## config.mk

```make
export PLATFORM = sky130hd
export DESIGN_NAME = rename_flow_ctrl
export DESIGN_NICKNAME = d
export VERILOG_FILES = /design/src/rtl/rename_flow_pkg.sv /design/src/rtl/rn_skid_fifo.sv /design/src/rtl/rn_slot_walker.sv /design/src/rtl/rename_flow_ctrl.sv
export SDC_FILE = /design/constraint.sdc
export NUM_CORES = 1
export LEC_CHECK = 0
export ABC_CLOCK_PERIOD_IN_PS = 20200
export BUFFER_PORTS_ARGS = -buffer_cell sky130_fd_sc_hd__buf_2
export CAP_MARGIN = 0
export CORE_MARGIN = 3
export CORE_UTILIZATION = 50
export CTS_BUF_LIST = sky130_fd_sc_hd__clkbuf_8
export CTS_CLUSTER_SIZE = 25
export DETAILED_ROUTE_END_ITERATION = 10
export GPL_TIMING_DRIVEN = 0
export HOLD_SLACK_MARGIN = 0.06
export PLACE_DENSITY_LB_ADDON = 0.12
export SETUP_SLACK_MARGIN = 0.15
export SLEW_MARGIN = 5
export SYNTH_ARGS = -nofsm -noshare
export SYNTH_HDL_FRONTEND = slang
export SYNTH_HIERARCHICAL = 1
export SYNTH_SLANG_ARGS = --single-unit
```

## constraint.sdc

```tcl
create_clock -name clk -period 20.2 [get_ports clk]
set_clock_uncertainty 0.1 [all_clocks]
set_input_delay 4.04 -clock clk [delete_from_list [all_inputs] [get_ports clk]]
set_output_delay 4.04 -clock clk [all_outputs]
set_load 0.05 [all_outputs]
```

## src/rtl/rename_flow_pkg.sv

```systemverilog
package rename_flow_pkg;
    typedef enum logic [2:0] {
        ST_IDLE    = 3'd0,
        ST_RUN     = 3'd1,
        ST_BLOCK   = 3'd2,
        ST_UNBLOCK = 3'd3,
        ST_SQUASH  = 3'd4
    } rn_state_e;
endpackage

```

## src/rtl/rn_skid_fifo.sv

```systemverilog
module rn_skid_fifo #(
    parameter int GW    = 8,
    parameter int DEPTH = 2
) (
    input  logic          clk,
    input  logic          rst_n,
    input  logic          flush,
    input  logic          push,
    input  logic          pop,
    input  logic [GW-1:0] din,
    output logic [GW-1:0] dout,
    output logic          empty,
    output logic          last,
    output logic          ovf
);
    localparam int PTR_W = (DEPTH > 1) ? $clog2(DEPTH) : 1;
    localparam int LVL_W = $clog2(DEPTH + 1);

    logic [GW-1:0]    mem [DEPTH];
    logic [PTR_W-1:0] rd_q, wr_q;
    logic [LVL_W-1:0] lvl_q;
    logic             full, do_push, do_pop;

    assign full    = (lvl_q == LVL_W'(DEPTH));
    assign empty   = (lvl_q == '0);
    assign last    = (lvl_q == LVL_W'(1));
    assign do_pop  = pop && !empty;
    assign do_push = push && (!full || do_pop);
    assign ovf     = push && full && !do_pop && !flush;
    assign dout    = mem[rd_q];

    function automatic logic [PTR_W-1:0] nxt_ptr(input logic [PTR_W-1:0] p);
        return (p == PTR_W'(DEPTH - 1)) ? '0 : p + PTR_W'(1);
    endfunction

    always_ff @(posedge clk) begin
        if (!rst_n || flush) begin
            rd_q  <= '0;
            wr_q  <= '0;
            lvl_q <= '0;
        end else begin
            if (do_push) begin
                mem[wr_q] <= din;
                wr_q      <= nxt_ptr(wr_q);
            end
            if (do_pop) rd_q <= nxt_ptr(rd_q);
            lvl_q <= lvl_q + LVL_W'(do_push) - LVL_W'(do_pop);
        end
    end
endmodule

```

## src/rtl/rn_slot_walker.sv

```systemverilog
module rn_slot_walker #(
    parameter int W      = 4,
    parameter int CNT_W  = 3,
    parameter int DST_W  = 2,
    parameter int CRW    = 10,
    parameter int PREG_W = 8
) (
    input  logic [CNT_W-1:0]      start_idx,
    input  logic [CNT_W-1:0]      cnt,
    input  logic [W-1:0]          squashed,
    input  logic [W*DST_W-1:0]    dst,
    input  logic signed [CRW-1:0] credit,
    input  logic [PREG_W-1:0]     preg,
    output logic [W-1:0]          mask,
    output logic                  short_stop,
    output logic [CNT_W-1:0]      stop_idx
);
    always_comb begin
        logic signed [CRW-1:0] left;
        logic [PREG_W:0]       pleft;
        logic [PREG_W:0]       need;
        mask       = '0;
        short_stop = 1'b0;
        stop_idx   = '0;
        left       = credit;
        pleft      = (PREG_W + 1)'(preg);
        for (int j = 0; j < W; j++) begin
            need = (PREG_W + 1)'(dst[j*DST_W +: DST_W]);
            if (!short_stop && j >= int'(start_idx) && j < int'(cnt) && !squashed[j]) begin
                if (left <= 0 || need > pleft) begin
                    short_stop = 1'b1;
                    stop_idx   = CNT_W'(j);
                end else begin
                    mask[j] = 1'b1;
                    left    = left - CRW'(1);
                    pleft   = pleft - need;
                end
            end
        end
    end
endmodule

```

## src/rtl/rename_flow_ctrl.sv

```systemverilog
module rename_flow_ctrl
    import rename_flow_pkg::*;
#(
    parameter int W      = 4,
    parameter int DELAY  = 1,
    parameter int DST_W  = 2,
    parameter int CRED_W = 8,
    parameter int PREG_W = 8,
    parameter int SKID_D = DELAY + 1
) (
    input  logic                     clk,
    input  logic                     rst_n,
    input  logic [$clog2(W+1)-1:0]   grp_cnt,
    input  logic [W-1:0]             grp_squashed,
    input  logic [W*DST_W-1:0]       grp_dst,
    input  logic [CRED_W-1:0]        rob_free,
    input  logic [CRED_W-1:0]        iq_free,
    input  logic [PREG_W-1:0]        preg_free,
    input  logic                     iew_stall,
    input  logic                     cmt_stall,
    input  logic                     squash_req,
    input  logic                     rob_squashing,
    output logic [W-1:0]             dispatch_mask,
    output logic                     stall_up,
    output logic [2:0]               state,
    output logic                     skid_ovf
);
    localparam int CNT_W  = $clog2(W + 1);
    localparam int CRW    = CRED_W + 2;
    localparam int DEDUCT = W * DELAY;
    localparam int GW     = CNT_W + W + W * DST_W;

    rn_state_e        state_q, state_d;
    logic [CNT_W-1:0] idx_q, idx_d;

    logic [GW-1:0]         in_grp, head_grp, src_grp;
    logic                  sk_push, sk_pop, sk_flush, sk_empty, sk_last;
    logic                  use_skid, in_ne, sq_any, stl_any, walk_en;
    logic signed [CRW-1:0] rob_use, iq_use, credit;
    logic [W-1:0]          w_mask;
    logic                  w_short;
    logic [CNT_W-1:0]      w_stop;

    assign in_grp   = {grp_cnt, grp_squashed, grp_dst};
    assign use_skid = (state_q == ST_UNBLOCK);
    assign src_grp  = use_skid ? head_grp : in_grp;
    assign in_ne    = (grp_cnt != '0);
    assign sq_any   = squash_req || rob_squashing;
    assign stl_any  = iew_stall || cmt_stall;
    assign rob_use  = $signed(CRW'(rob_free)) - $signed(CRW'(DEDUCT));
    assign iq_use   = $signed(CRW'(iq_free)) - $signed(CRW'(DEDUCT));
    assign credit   = (rob_use < iq_use) ? rob_use : iq_use;

    rn_skid_fifo #(.GW(GW), .DEPTH(SKID_D)) u_skid (
        .clk   (clk),
        .rst_n (rst_n),
        .flush (sk_flush),
        .push  (sk_push),
        .pop   (sk_pop),
        .din   (in_grp),
        .dout  (head_grp),
        .empty (sk_empty),
        .last  (sk_last),
        .ovf   (skid_ovf)
    );

    rn_slot_walker #(.W(W), .CNT_W(CNT_W), .DST_W(DST_W), .CRW(CRW), .PREG_W(PREG_W)) u_walk (
        .start_idx  (use_skid ? idx_q : '0),
        .cnt        (src_grp[GW-1 -: CNT_W]),
        .squashed   (src_grp[W*DST_W +: W]),
        .dst        (src_grp[W*DST_W-1:0]),
        .credit     (credit),
        .preg       (preg_free),
        .mask       (w_mask),
        .short_stop (w_short),
        .stop_idx   (w_stop)
    );

    // state register
    always_ff @(posedge clk) begin
        if (!rst_n) begin
            state_q <= ST_IDLE;
            idx_q   <= '0;
        end else begin
            state_q <= state_d;
            idx_q   <= idx_d;
        end
    end

    // next state and outputs
    always_comb begin
        state_d  = state_q;
        idx_d    = idx_q;
        sk_push  = 1'b0;
        sk_pop   = 1'b0;
        sk_flush = 1'b0;
        walk_en  = 1'b0;
        unique case (state_q)
            ST_IDLE, ST_RUN, ST_UNBLOCK: begin
                if (sq_any) begin
                    state_d  = ST_SQUASH;
                    sk_flush = 1'b1;
                    idx_d    = '0;
                end else if (stl_any || (credit <= 0 && (use_skid || in_ne))) begin
                    state_d = ST_BLOCK;
                    sk_push = in_ne;
                end else if (use_skid || in_ne) begin
                    walk_en = 1'b1;
                    if (w_short) begin
                        state_d = ST_BLOCK;
                        idx_d   = w_stop;
                        sk_push = in_ne;
                    end else if (use_skid) begin
                        idx_d   = '0;
                        sk_pop  = 1'b1;
                        sk_push = in_ne;
                        state_d = (sk_last && !in_ne) ? ST_RUN : ST_UNBLOCK;
                    end else begin
                        idx_d   = '0;
                        state_d = ST_RUN;
                    end
                end
            end
            ST_BLOCK: begin
                sk_push = in_ne;
                if (sq_any) begin
                    state_d  = ST_SQUASH;
                    sk_flush = 1'b1;
                    idx_d    = '0;
                end else if (!stl_any && rob_use > 0 && iq_use > 0 && preg_free != '0) begin
                    if (sk_empty && !in_ne) begin
                        state_d = ST_RUN;
                        idx_d   = '0;
                    end else begin
                        state_d = ST_UNBLOCK;
                    end
                end
            end
            ST_SQUASH: begin
                if (sq_any) sk_flush = 1'b1;
                else        state_d  = ST_RUN;
            end
            default: state_d = ST_IDLE;
        endcase
    end

    assign dispatch_mask = walk_en ? w_mask : '0;
    assign stall_up      = (state_q == ST_BLOCK) || (state_q == ST_UNBLOCK);
    assign state         = state_q;
endmodule

```

-- Yosys cells after proc, flatten, opt, wreduce, memory -nomap -nowiden
Memory sizes are Yosys's and may differ from the RTL's. A register that Yosys moved wholly into a read port is not among the register bits.
Index checks and enable logic that the tools add are counted.
- output and inout port bits: 9
- flip-flop bits (word level): 10
- bits of input ports: 45
- memories: 1
- memory bits (writable): 30
- memory list (memory ; depth ; width ; read ports ; clocked after memory_dff ; wr ports ; RTL line ; RTL):
    u_skid.mem ; 2 ; 15 ; 1 ; 1 ; 1 ; rn_skid_fifo.sv:19 ; logic [GW-1:0] mem [DEPTH];
- mux-type cells: 82
- eq/ne operators: 12
- reductions and logical operators: 56
- $add $sub $neg: 12
- $lt $le $gt $ge: 19
- operator list (operator ; number):
    $mux W10 ; 7
    $mux W3 ; 19
    $mux W9 ; 6
    $mux W1 ; 41
    $le A10 B1 Y1 const B ; 4
    $sub A10 B2 Y10 const B ; 3
    $gt A2 B9 Y1 ; 3
    $logic_and A1 B1 Y1 ; 22
    $gt A9 B1 Y1 const B ; 2
    $sub A8 B3 Y9 const B ; 2
    $sub A9 B2 Y9 ; 2
    $mux W15 ; 1
    $logic_not A1 Y1 ; 14
    $ne A3 B3 Y1 const B ; 4
    $logic_or A1 B1 Y1 ; 11
    $lt A9 B9 Y1 ; 1
    $pmux W3 S3 ; 1
    $sub A8 B2 Y9 ; 1
    $gt A2 B8 Y1 ; 1
    $mux W2 ; 4
    $reduce_bool A8 Y1 ; 1
    $eq A3 B2 Y1 const B ; 2
    $ge A1 B3 Y1 const A ; 2
    $ge A2 B3 Y1 const A ; 2
    22 further kinds ; 25

-- Longest topological paths before layout
Gate-level depths: netlist of the first run.
- depth in word-level cells: 33
- mapped depth: 58
- mapped depth without buffers: 54

-- By module
The synthesis of the first run kept the hierarchy.
- by module, submodules not included (module ; area an instance (sq um) ; times used ; cells each):
    rn_slot_walker ; 2339.7 ; 1 ; 340
    rename_flow_ctrl ; 1417.6 ; 1 ; 186
    rn_skid_fifo ; 1366.3 ; 1 ; 77

-- Worst setup path after synthesis of the first run
OpenSTA, ideal clock, no wires.
- kind: input port to output port
- start point: input port rob_free[2]
- end point: output port skid_ovf
- data arrival time: 13.837 ns
- path slack: 2.223 ns
- buffers on the path: 4
- required time: 16.060 ns
- stages: 48
- cell sequence: inv_1 ha_1 nor3b_1 xnor2_1 inv_1 ha_1 a21oi_1 o211ai_1 a21oi_1 nand2_1 o21ai_0 clkbuf_1 o21ai_0 inv_1 ha_1 nand2b_1 or4_1 buf_2 [... 12 more ...] ha_1 a21o_1 a221oi_2 and4_4 nor3_2 mux2i_1 ha_1 a21oi_1 a21oi_1 nand3_1 or3_1 o21ai_0 a31oi_4 o221ai_1 or3_1 nor2_1 a211oi_1 nor3b_2
- elaborated cells on any way between the ends: 68
- those cells by class: add/sub (6); order compare (8); mux (31); reduce/logical (23)
- RTL lines (what ; RTL line ; RTL):
    start: declaration ; rename_flow_ctrl.sv:16 ; input logic [CRED_W-1:0] rob_free,
    $sub A8 B3 Y9 (*) ; rename_flow_ctrl.sv:50 ; assign rob_use = $signed(CRW'(rob_free)) - $signed(CRW'(DEDUCT));
    $lt A9 B9 Y1 (*) ; rename_flow_ctrl.sv:52 ; assign credit = (rob_use < iq_use) ? rob_use : iq_use;
    $mux W10 (*) ; rename_flow_ctrl.sv:52 ;
    net credit[1] ; rename_flow_ctrl.sv:39 ; logic signed [CRW-1:0] rob_use, iq_use, credit;
    parallel branches: the longest is 18 deep, another holds $le A10 B1 Y1 ; - ;
    $mux W1 (*) ; rn_slot_walker.sv:29 ; if (!short_stop && j >= int'(start_idx) && j < int'(cnt) && !squashed[j]) begin
    net w_short ; rename_flow_ctrl.sv:41 ; logic w_short;
    $mux W1 (*) ; rename_flow_ctrl.sv:109 ; if (w_short) begin
    $mux W1 (*) ; rename_flow_ctrl.sv:107 ; end else if (use_skid || in_ne) begin
    $mux W1 (*) ; rename_flow_ctrl.sv:104 ; end else if (stl_any || (credit <= 0 && (use_skid || in_ne))) begin
    $mux W1 (*) ; rename_flow_ctrl.sv:100 ; if (sq_any) begin
    $pmux W1 S2 (*) ; rename_flow_ctrl.sv:98 ; unique case (state_q)
    net sk_push ; rename_flow_ctrl.sv:37 ; logic sk_push, sk_pop, sk_flush, sk_empty, sk_last;
    $logic_and A1 B1 Y1 (*) (3 in series) ; rn_skid_fifo.sv:29 ; assign ovf = push && full && !do_pop && !flush;
    end: declaration ; rename_flow_ctrl.sv:26 ; output logic skid_ovf
Mark *: on every way through the listed nets, which the timed path passes.

-- Worst setup path in the final report of the first run
- start point: input port rob_free[2]
- end point: output port skid_ovf
- cells in the longest elaborated chain, start to end: 31
- elaborated cells on any way between the ends: 68
- those cells by class: add/sub (6); order compare (8); mux (31); reduce/logical (23)
- RTL lines (what ; RTL line ; RTL):
    $sub A8 B3 Y9 (*) ; rename_flow_ctrl.sv:50 ;
    $lt A9 B9 Y1 (*) ; rename_flow_ctrl.sv:52 ;
    $mux W10 (*) ; rename_flow_ctrl.sv:52 ;
    net credit[0] ; rename_flow_ctrl.sv:39 ;
    parallel branches: the longest is 18 deep, another holds $le A10 B1 Y1 ; - ;
    $mux W1 (*) ; rn_slot_walker.sv:29 ;
    net w_short ; rename_flow_ctrl.sv:41 ;
    $mux W1 (*) ; rename_flow_ctrl.sv:109 ;
    $mux W1 (*) ; rename_flow_ctrl.sv:107 ;
    $mux W1 (*) ; rename_flow_ctrl.sv:104 ;
    $mux W1 (*) ; rename_flow_ctrl.sv:100 ;
    $mux W1 (*) ; rename_flow_ctrl.sv:98 ;
    net sk_pop ; rename_flow_ctrl.sv:37 ;
    $logic_and A1 B1 Y1 (*) ; rn_skid_fifo.sv:27 ; assign do_pop = pop && !empty;
    $logic_not A1 Y1 (*) ; rn_skid_fifo.sv:29 ;
    $logic_and A1 B1 Y1 (*) (2 in series) ; rn_skid_fifo.sv:29 ;
Marks and branches as above.

==> metrics, run 1 <==
total track usage 0.242; GP Congestion a little under 1; cts repair resizes 0; most frequent cell after synthesis nor2_1; CTS tree built; top cells by count, synth nor2_1, inv_1, edfxtp_1, nand2_1, a21oi_1; TNS Setup 0 ns; global-route wire length before repair around 23,000 µm; hold_buf cts 0; initial antenna violation count 0; CP top delay family simple AND/OR/NAND/NOR gates; CTS Sinks 41; status finished, final reports clean; reg2reg end u_skid/mem[0][3]; Comb power frac 0.481; HP Class reg2reg; Final Max Tran Viols 0; gate count of the mapped netlist about 600; GR Overflow Total 0; Worst Path Class, Setup in2out; Port-buffer cells 53; Clk Latency, worst-skew pair ~0.29 ns; antenna viol nets, final 0; Inserted Diodes 0; Final nets 735; die span in x 107 µm; P_leak around 2.2 nW; syn nets about 680; sequential power share 0.309; r2r worst-path depth 38; largest cells by area after synthesis edfxtp_1, mux2_2, ha_1; worst slew pin tran roughly 1.2 ns; Setup crit end skid_ovf; switch share 0.387; maximum clock path buffer count 2; YS warnings 6; 1st-iter DRT viols 390; Starting Density 0.519; Worst Setup SP rob_free[2]; DR pass1 iterations 5; Die ar. between 10,000 and 15,000 µm²; Clock Pin Slew Worst Setup and Hold Paths ~0.080 ns; CP bufs+invs 11; reg-to-reg setup timing slack approximately 9.7 ns; storage element area approximately 1100 µm²; CP max stage delay ~0.52 ns; slowest stage cell, crit path or4_1; worst-path maximum fanout 12; vias about 5,000; ys async rst share 0; Synth area leader edfxtp_1; sequential fraction of the synthesis area 0.219; CTS Buf Count 5; Pwr Total 296 µW; Slew HR 0.216; most frequently used flop master after synthesis edfxtp_1; EDFF count, synth 30; type of element capturing the critical path output port; post-synthesis register bit count 41; RSZ-0062 raised after global routing no; final WL between 10,000 and 15,000 µm; post-synth top area share 0.176; Final Setup Violations 0; fin crit share 0.944; Multi-input gate area roughly 3700 µm²; vias in the first global route roughly 4,900; DR vias/cell about 6.4; required time worst endpoint between 15 and 20 ns; Mapped Area 5120 µm²; CP dominant cell by count ha_1; # H-tree levels 2; Peak Freq roughly 52 MHz; fill count ~920; Setup Buffers After CTS 0; HPWL after detailed placement 11,400 µm; DRC errors left 0; logic depth of the worst path, buffers included 48; CORE AREA around 9900 µm²; syn_area_per_cell 8.50 µm²; root buffer cell clkbuf_8; signal arrival time at the worst endpoint 14.93 ns; die height about 110 µm; per-cell routed wire length between 15 and 20 µm; placed cells around 800; area delta synth->final 10.8%; largest net degree at the start of global routing 16; P_int ~180 µW; final hold vios 0; layout cell share with drive strength beyond 1 0.225; clock network power share 0.210; # IOs 54; final cell count without fillers slightly below 800; number of placement rows 36; reg-to-reg startpoint state[2]; power density cells ~52 nW/µm²; min Tclk post-route approximately 19 ns; placed cell areas between 5000 and 6000 µm²; synth unique cells 100; CP startpoint kind input port; Sw Pwr 114 µW; fin area roughly 5700 µm²; Max Cap Violations 0; worst vdd ir between 0.03 and 0.04 mV
==> through the flow <==
stage          hold WS, ns  utilization  worst slack (ns)
2_1_floorplan        0.348            -              2.22
3_3_place_gp         0.359        0.563             0.582
3_5_place_dp         0.373        0.563             0.501
4_1_cts              0.383        0.574             0.435
5_1_grt              0.409        0.575             0.262
6_report             0.386        0.575              1.13
==> logic make-up (layout without fill, tap and decap cells) <==
family	Yosys count	count (layout)	share of synthesized area
other	1	1	0.000732
AND/OR/NAND/NOR	232	232	0.267
AO/OA/AOI/OAI	160	160	0.235
adder cells (fa/ha/maj)	28	28	0.0728
XOR/XNOR	25	25	0.0427
buffers and inverters	67	127	0.0567
multiplexers	49	49	0.106
flip-flops	41	41	0.219
==> routing by layer <==
layer / part of all wire / global-route usage / vias to the layer above
li1: - / - / 2462
met1: 0.44 / 0.316 / 2420
met2: 0.49 / 0.424 / 203
met3: 0.053 / 0.0163 / 30
met4: 0.024 / 0.0813 / 0
met5: 0 / 0 / -
==> area by class of cell <==
class,count,area share
plain buffers,26,0.0245
clock buffers,5,0.0121
clock inverters,3,0.00661
inverters,40,0.0265
multi-input cells,495,0.657
flip-flops and latches,41,0.198
well taps,133,0.0293
repair buffers,53,0.0467
==> power by group through the flow <==
| stage | clock network (mW) | logic (mW) | registers [mW] |
|---|---|---|---|
| floorplan | 0 | 0.104 | 0.0944 |
| global placement | 0 | 0.136 | 0.0934 |
| detailed placement | 0 | 0.139 | 0.0934 |
| CTS | 0.0635 | 0.140 | 0.0915 |
| global route | 0.0669 | 0.158 | 0.0915 |
| finish | 0.0621 | 0.142 | 0.0915 |
==> registers in the layout, indices dropped and copies added, names as in the netlist, named ones only <==
name,flops
u_skid/wr_q,1
idx_q,3
state,3
u_skid/mem,30
u_skid/lvl_q,2
u_skid/rd_q,1
==> worst min-delay path by stage <==
stage / from / end / depth (start not counted)
floorplan: u_skid/wr_q / u_skid/wr_q / 1
global placement: u_skid/wr_q / u_skid/wr_q / 1
detailed placement: idx_q[0] / idx_q[0] / 2
CTS: idx_q[0] / idx_q[0] / 2
global route: idx_q[0] / idx_q[0] / 2
finish: idx_q[0] / idx_q[0] / 2
==> cell usage in the layout, fill, tap and decap left out, types with 5 or more instances in the layout <==
master     count
buf_2         60
nor2_1        41
inv_1         39
nand2_1       30
edfxtp_1      30
a21oi_1       29
mux2_2        28
ha_1          25
nor3_1        21
nand3_1       20
xnor2_1       18
nor4_1        18
o21ai_0       17
nand4_1       17
a31oi_1       12
mux2i_1       12
o31ai_1       12
clkbuf_1      12
dfxtp_1       11
nand2b_1      10
or3_1          9
a41oi_1        8
xor2_1         7
nor2b_1        7
mux2_1         7
o41ai_1        7
and3_1         6
o2111ai_1      6
o22ai_1        6
a211oi_1       5
o211ai_1       5
or2_2          5
a22oi_1        5
clkbuf_8       5
or4_1          5
==> worst register-to-register path, delay by kind of cell (launching register included) <==
family                   cells  cell delay, ns
flip-flops                   1            0.42
multiplexers                 3            0.90
adder cells (fa/ha/maj)      3            0.93
buffers and inverters        6            1.18
AO/OA/AOI/OAI               10            2.10
AND/OR/NAND/NOR             16            4.50
Power figures use the tool's default switching activity.
==> run 2, diff against run 1 <==
--- a/config.mk
+++ b/config.mk
@@ -5,11 +5,11 @@
 export SDC_FILE = /design/constraint.sdc
 export NUM_CORES = 1
 export LEC_CHECK = 0
-export ABC_CLOCK_PERIOD_IN_PS = 20200
+export ABC_CLOCK_PERIOD_IN_PS = 22200
 export BUFFER_PORTS_ARGS = -buffer_cell sky130_fd_sc_hd__buf_2
 export CAP_MARGIN = 0
 export CORE_MARGIN = 3
-export CORE_UTILIZATION = 50
+export CORE_UTILIZATION = 40
 export CTS_BUF_LIST = sky130_fd_sc_hd__clkbuf_8
 export CTS_CLUSTER_SIZE = 25
 export DETAILED_ROUTE_END_ITERATION = 10
==> constraint.sdc (replaced) <==
create_clock -name clk -period 22.2 [get_ports clk]
set_clock_uncertainty 0.1 [all_clocks]
set_input_delay 0 -clock clk [delete_from_list [all_inputs] [get_ports clk]]
set_output_delay 0 -clock clk [all_outputs]
set_load 0.05 [all_outputs]
==> run 2 against run 1 <==
  * Final cell count is 7.2% higher
  * Largest cell class unchanged
  * Combinational power fell by 6%
  * Setup slack gained 8.7 ns
  * Highest routed layer unchanged
  * Global-route usage fell by 3.4 points
  * Power down 11%
==> metrics, run 2 (same netlist as run 1, synthesis figures left out) <==
signal arrival time at the worst endpoint 12.20 ns (-2.73 ns); slowest stage cell, crit path nor2_2; root buffer cell clkbuf_8; vias 5,122 (+0.14%); initial antenna violation count 0 (unchanged); die height 119 µm (+11%); Max Cap Violations 0 (unchanged); RSZ-0062 raised after global routing no; Clock Pin Slew Worst Setup and Hold Paths 0.08 ns (about the same); fin crit share 0.558; most common cell after layout, fill and taps aside buf_2; final WL 14,800 µm (+4.5%); GP Congestion 0.933 (-4.7%); area delta synth->final 15.1%; worst slew pin tran 1.17 ns (+0.00256 ns); Final Max Tran Viols 0 (unchanged); dpl ws 9.20 ns (+8.70 ns); die span in x 119 µm (+11%); CORE AREA 12,300 µm² (+24%); Worst Path Class, Setup in2reg; final worst slack 9.82 ns (+8.69 ns); reg-to-reg setup timing slack 11.02 ns (+1.33 ns); required time worst endpoint 22.02 ns (+5.96 ns); per-cell routed wire length 17.4 µm (-2.4%); Port-buffer cells 53 (unchanged); largest net degree at the start of global routing 16 (unchanged); max reg flops 30 (unchanged); Final Setup Violations 0 (unchanged); global-route wire length before repair 24,800 µm (+8.2%); Clk Latency, worst-skew pair 0.30 ns (about the same); number of placement rows 40 (+11%); largest reg by FF count u_skid/mem; Starting Density 0.418 (-0.102); CTS Sinks 41 (unchanged); cts repair resizes 0 (unchanged); Slew HR 0.212 (-0.00472); CTS Buf Count 5 (unchanged); Layout Utilization 0.481 (-0.0944); P_leak 2.23 nW (+3.4%); CP dominant cell by count ha_1; HP Class in2reg; # H-tree levels 2 (unchanged); Inserted Diodes 0 (unchanged); HPWL after detailed placement 11,700 µm (+2.8%); worst vdd ir 0.0200 mV (-39%); antenna viol nets, final 0 (unchanged); status finished, final reports clean; TNS Setup 0 ns (unchanged); Final nets 757 (+3.0%); Peak Freq 80.8 MHz; CP max stage delay 0.69 ns (+0.17 ns); CP startpoint kind input port; Die ar. 14,200 µm² (+24%); type of element capturing the critical path flip-flop; # IOs 54 (unchanged); maximum clock path buffer count 2 (unchanged); vias in the first global route 4,903 (+1.0%); GR Overflow Total 0 (unchanged); power density cells 44.5 nW/µm² (-15%); commonest cells after routing, fill and taps aside buf_2, nor2_1, inv_1, nand2_1, edfxtp_1; DR pass1 iterations 5 (unchanged); CTS tree built; 1st-iter DRT viols 460 (+18%); min Tclk post-route between 10 and 15 ns; worst-path maximum fanout 15 (+3); DR vias/cell 6.00 (-6.6%); total track usage 0.208 (-0.0341); DRC errors left 0 (unchanged); layout cell share with drive strength beyond 1 0.213 (-0.0116); final hold vios 0 (unchanged)
run 2: path summary, 6_finish.rpt:
kind,end,start,cells past startpoint
min reg2reg,idx_q[2],idx_q[2],2
max,u_skid/mem[0][3],rob_free[2],51
max reg2reg,u_skid/mem[0][3],state[2],40
min,state[1],rob_squashing,5
run 2: cell type report:
cell class | count | area (µm²)
fillers | 1220 | 6360
flip-flops and latches | 41 | 1120
multi-input cells | 495 | 3720
clock buffers | 5 | 68.8
repair buffers | 74 | 475
clock inverters | 3 | 13.8
inverters | 40 | 150
well taps | 168 | 210
plain buffers | 27 | 140
run 2: repair_timing:
item / in CTS / in global routing
hold buffers: 21 / 0
endpoints found under the setup margin: 0 / 0
endpoints found under the hold margin: 39 / 0
setup buffers: 0 / 0
run 2: layer usage:
layer	track usage	vias to the layer above	share of wire
met4	0.0514	0	0.014
met2	0.359	170	0.48
li1	-	2516	-
met1	0.282	2423	0.45
met3	0.0171	13	0.055
met5	0	-	0
run 2: power breakdown:
| group | internal [mW] | total (mW) | switching, mW |
|---|---|---|---|
| Clock | 0.0213 | 0.0463 | 0.0250 |
| Combinational | 0.0520 | 0.133 | 0.0809 |
| Sequential | 0.0827 | 0.0832 | 0.000542 |
run 2: worst max-delay path: cells and delay by family:
family / cells / cell delay, ns
buffers and inverters: 10 / 2.15
multiplexers: 2 / 0.57
AO/OA/AOI/OAI: 16 / 3.71
AND/OR/NAND/NOR: 16 / 3.88
adder cells (fa/ha/maj): 6 / 1.67
XOR/XNOR: 1 / 0.21
run 2: stage by stage:
stage	area [µm²]	total power [mW]	hold slack (ns)	std cells
2_1_floorplan	5120	0.181	-0.00113	603
3_3_place_gp	5600	0.210	0.102	824
3_5_place_dp	5600	0.213	0.102	824
4_1_cts	5890	0.263	0.116	853
5_1_grt	5900	0.283	0.186	853
6_report	5900	0.262	0.133	853
==> run 3, diff against run 2 <==
--- a/config.mk
+++ b/config.mk
@@ -5,7 +5,7 @@
 export SDC_FILE = /design/constraint.sdc
 export NUM_CORES = 1
 export LEC_CHECK = 0
-export ABC_CLOCK_PERIOD_IN_PS = 22200
+export ABC_CLOCK_PERIOD_IN_PS = 11850
 export BUFFER_PORTS_ARGS = -buffer_cell sky130_fd_sc_hd__buf_2
 export CAP_MARGIN = 0
 export CORE_MARGIN = 3
==> constraint.sdc (replaced) <==
create_clock -name clk -period 11.85 [get_ports clk]
set_clock_uncertainty 0.1 [all_clocks]
set_input_delay 0 -clock clk [delete_from_list [all_inputs] [get_ports clk]]
set_output_delay 0 -clock clk [all_outputs]
set_load 0.05 [all_outputs]
==> run 3 against run 2 <==
  * Non-clock buffer count is 7 higher
  * Sequential power is 87% higher
  * First-iteration DRC count up 2.0%
  * Critical path type unchanged
==> metrics, run 3 (same netlist as run 1, synthesis figures left out) <==
signal arrival time at the worst endpoint 11.05 ns (-1.15 ns); total track usage 0.208 (about the same); power density cells 83.1 nW/µm² (+87%); Final Setup Violations 0 (unchanged); most common cell after layout, fill and taps aside buf_2; DR pass1 iterations 5 (unchanged); Final Max Tran Viols 0 (unchanged); CP startpoint kind input port; Final nets 764 (+0.92%); r2r worst-path depth 44 (+10%); area delta synth->final 18.2%; vias in the first global route 4,903 (unchanged); die height 119 µm (unchanged); antenna viol nets, final 0 (unchanged); layout cell share with drive strength beyond 1 0.240 (+0.0267); gr busiest metal met2; Slew HR 0.202 (-0.0101); CP dominant cell by count ha_1; worst slew pin tran 1.18 ns (+0.0149 ns); Inserted Diodes 0 (unchanged); die span in x 119 µm (unchanged); fin crit share 0.922; initial antenna violation count 0 (unchanged); root buffer cell clkbuf_8; Layout Utilization 0.494 (+0.0130); CTS tree built; Port-buffer cells 53 (unchanged); global-route wire length before repair 24,800 µm (about the same); worst vdd ir 0.0376 mV (+88%); Peak Freq 91.5 MHz; hold path depth 5 (unchanged); RSZ-0062 raised after global routing no; fill count 1,204 (-1.3%); per-cell routed wire length 17.4 µm (+0.11%); commonest cells after routing, fill and taps aside buf_2, nor2_1, inv_1, nand2_1, edfxtp_1; number of placement rows 40 (unchanged); final WL 15,000 µm (+0.93%); M1 GR Usage 0.282 (+0.000294); placed cell areas 5600 µm² (unchanged); met3 Use GR 0.0171 (unchanged); 1st-iter DRT viols 469 (+2.0%); DRC errors left 0 (unchanged); final hold vios 0 (unchanged); HP Class in2reg; CP max stage delay 0.58 ns (-0.11 ns); P_leak 2.30 nW (+3.2%); met2 Usage GRT 0.359 (unchanged); Max Cap Violations 0 (unchanged); # H-tree levels 2 (unchanged); GP Congestion 0.933 (unchanged); largest reg by FF count u_skid/mem; HPWL after detailed placement 11,700 µm (unchanged); largest net degree at the start of global routing 16 (unchanged); Worst Path Class, Setup in2reg; CORE AREA 12,300 µm² (unchanged); slowest stage cell, crit path or4_4; maximum clock path buffer count 2 (unchanged); # IOs 54 (unchanged); CTS Buf Count 5 (unchanged); DR vias/cell 5.98 (-0.43%); fin area 6060 µm² (+2.7%); GR Overflow Total 0 (unchanged); Clk Latency, worst-skew pair 0.30 ns (about the same); reg-to-reg setup timing slack 1.70 ns (-9.32 ns); Die ar. 14,200 µm² (unchanged); type of element capturing the critical path flip-flop; required time worst endpoint 11.97 ns (-10.05 ns); worst-path maximum fanout 10 (-5); vias 5,142 (+0.39%); Clock Pin Slew Worst Setup and Hold Paths 0.08 ns (about the same); Starting Density 0.418 (unchanged); status finished, final reports clean; min Tclk post-route between 10 and 15 ns; CTS Sinks 41 (unchanged); max reg flops 30 (unchanged)
## run 3: cell types whose count changed in the layout (fill, tap and decap cells not counted), sizes merged
cell,delta
buf,+7
clkinvlp,+1
clkinv,-1
## run 3: power by group
part	internal [mW]	switching [mW]
Combinational	0.104	0.156
Sequential	0.155	0.00103
Clock	0.0399	0.0472
Total	0.299	0.205
## run 3: critical path: cells and delay by family
kind	cells	cell delay (ns)
xor+xnor	3	0.61
simple gates	19	4.15
compound gates	12	2.02
fa+ha+maj	8	2.09
mux	3	0.80
buf+inv	10	1.34
## run 3: layer usage
layer	routed length, µm	part of all wire	vias up
met2	7140	0.48	163
met5	0	0	-
li1	-	-	2524
met1	6850	0.46	2438
met3	705	0.047	17
met4	259	0.017	0
## run 3: path summary, 6_finish.rpt
path / from / end
hold / removal: rob_squashing / state[1]
setup reg to reg: state[2] / u_skid/lvl_q[1]
hold reg to reg: idx_q[2] / idx_q[2]
setup / recovery: rob_free[2] / u_skid/lvl_q[1]
## run 3: final cells by class
type	instances	area, µm²	share of cell area
Multi-Input combinational cell	495	3810	0.630
Sequential cell	41	1120	0.185
Clock inverter	3	13.8	0.00227
Buffer	27	146	0.0242
Inverter	40	154	0.0254
Tap cell	168	210	0.0347
Clock buffer	5	68.8	0.0114
Timing Repair Buffer	81	528	0.0872
## run 3: metrics by stage
stage,std cells,power (mW),setup slack [ns],hold slack (ns),setup TNS [ns]
floorplan,603,0.339,1.48,-0.00113,0
global placement,824,0.393,-0.992,0.102,-30.28
detailed placement,824,0.399,-1.15,0.102,-34.87
CTS,853,0.493,0.205,0.116,0
global route,860,0.540,0.123,0.186,0
finish,860,0.503,0.925,0.133,0
## run 3: timing repair
item                                    in CTS  in global routing
resized for setup                            7                 18
pin swaps                                    0                  3
endpoints found under the setup margin      33                 36
setup buffers                                0                  7
hold buffers                                21                  0
hold endpoints to repair                    39                  0
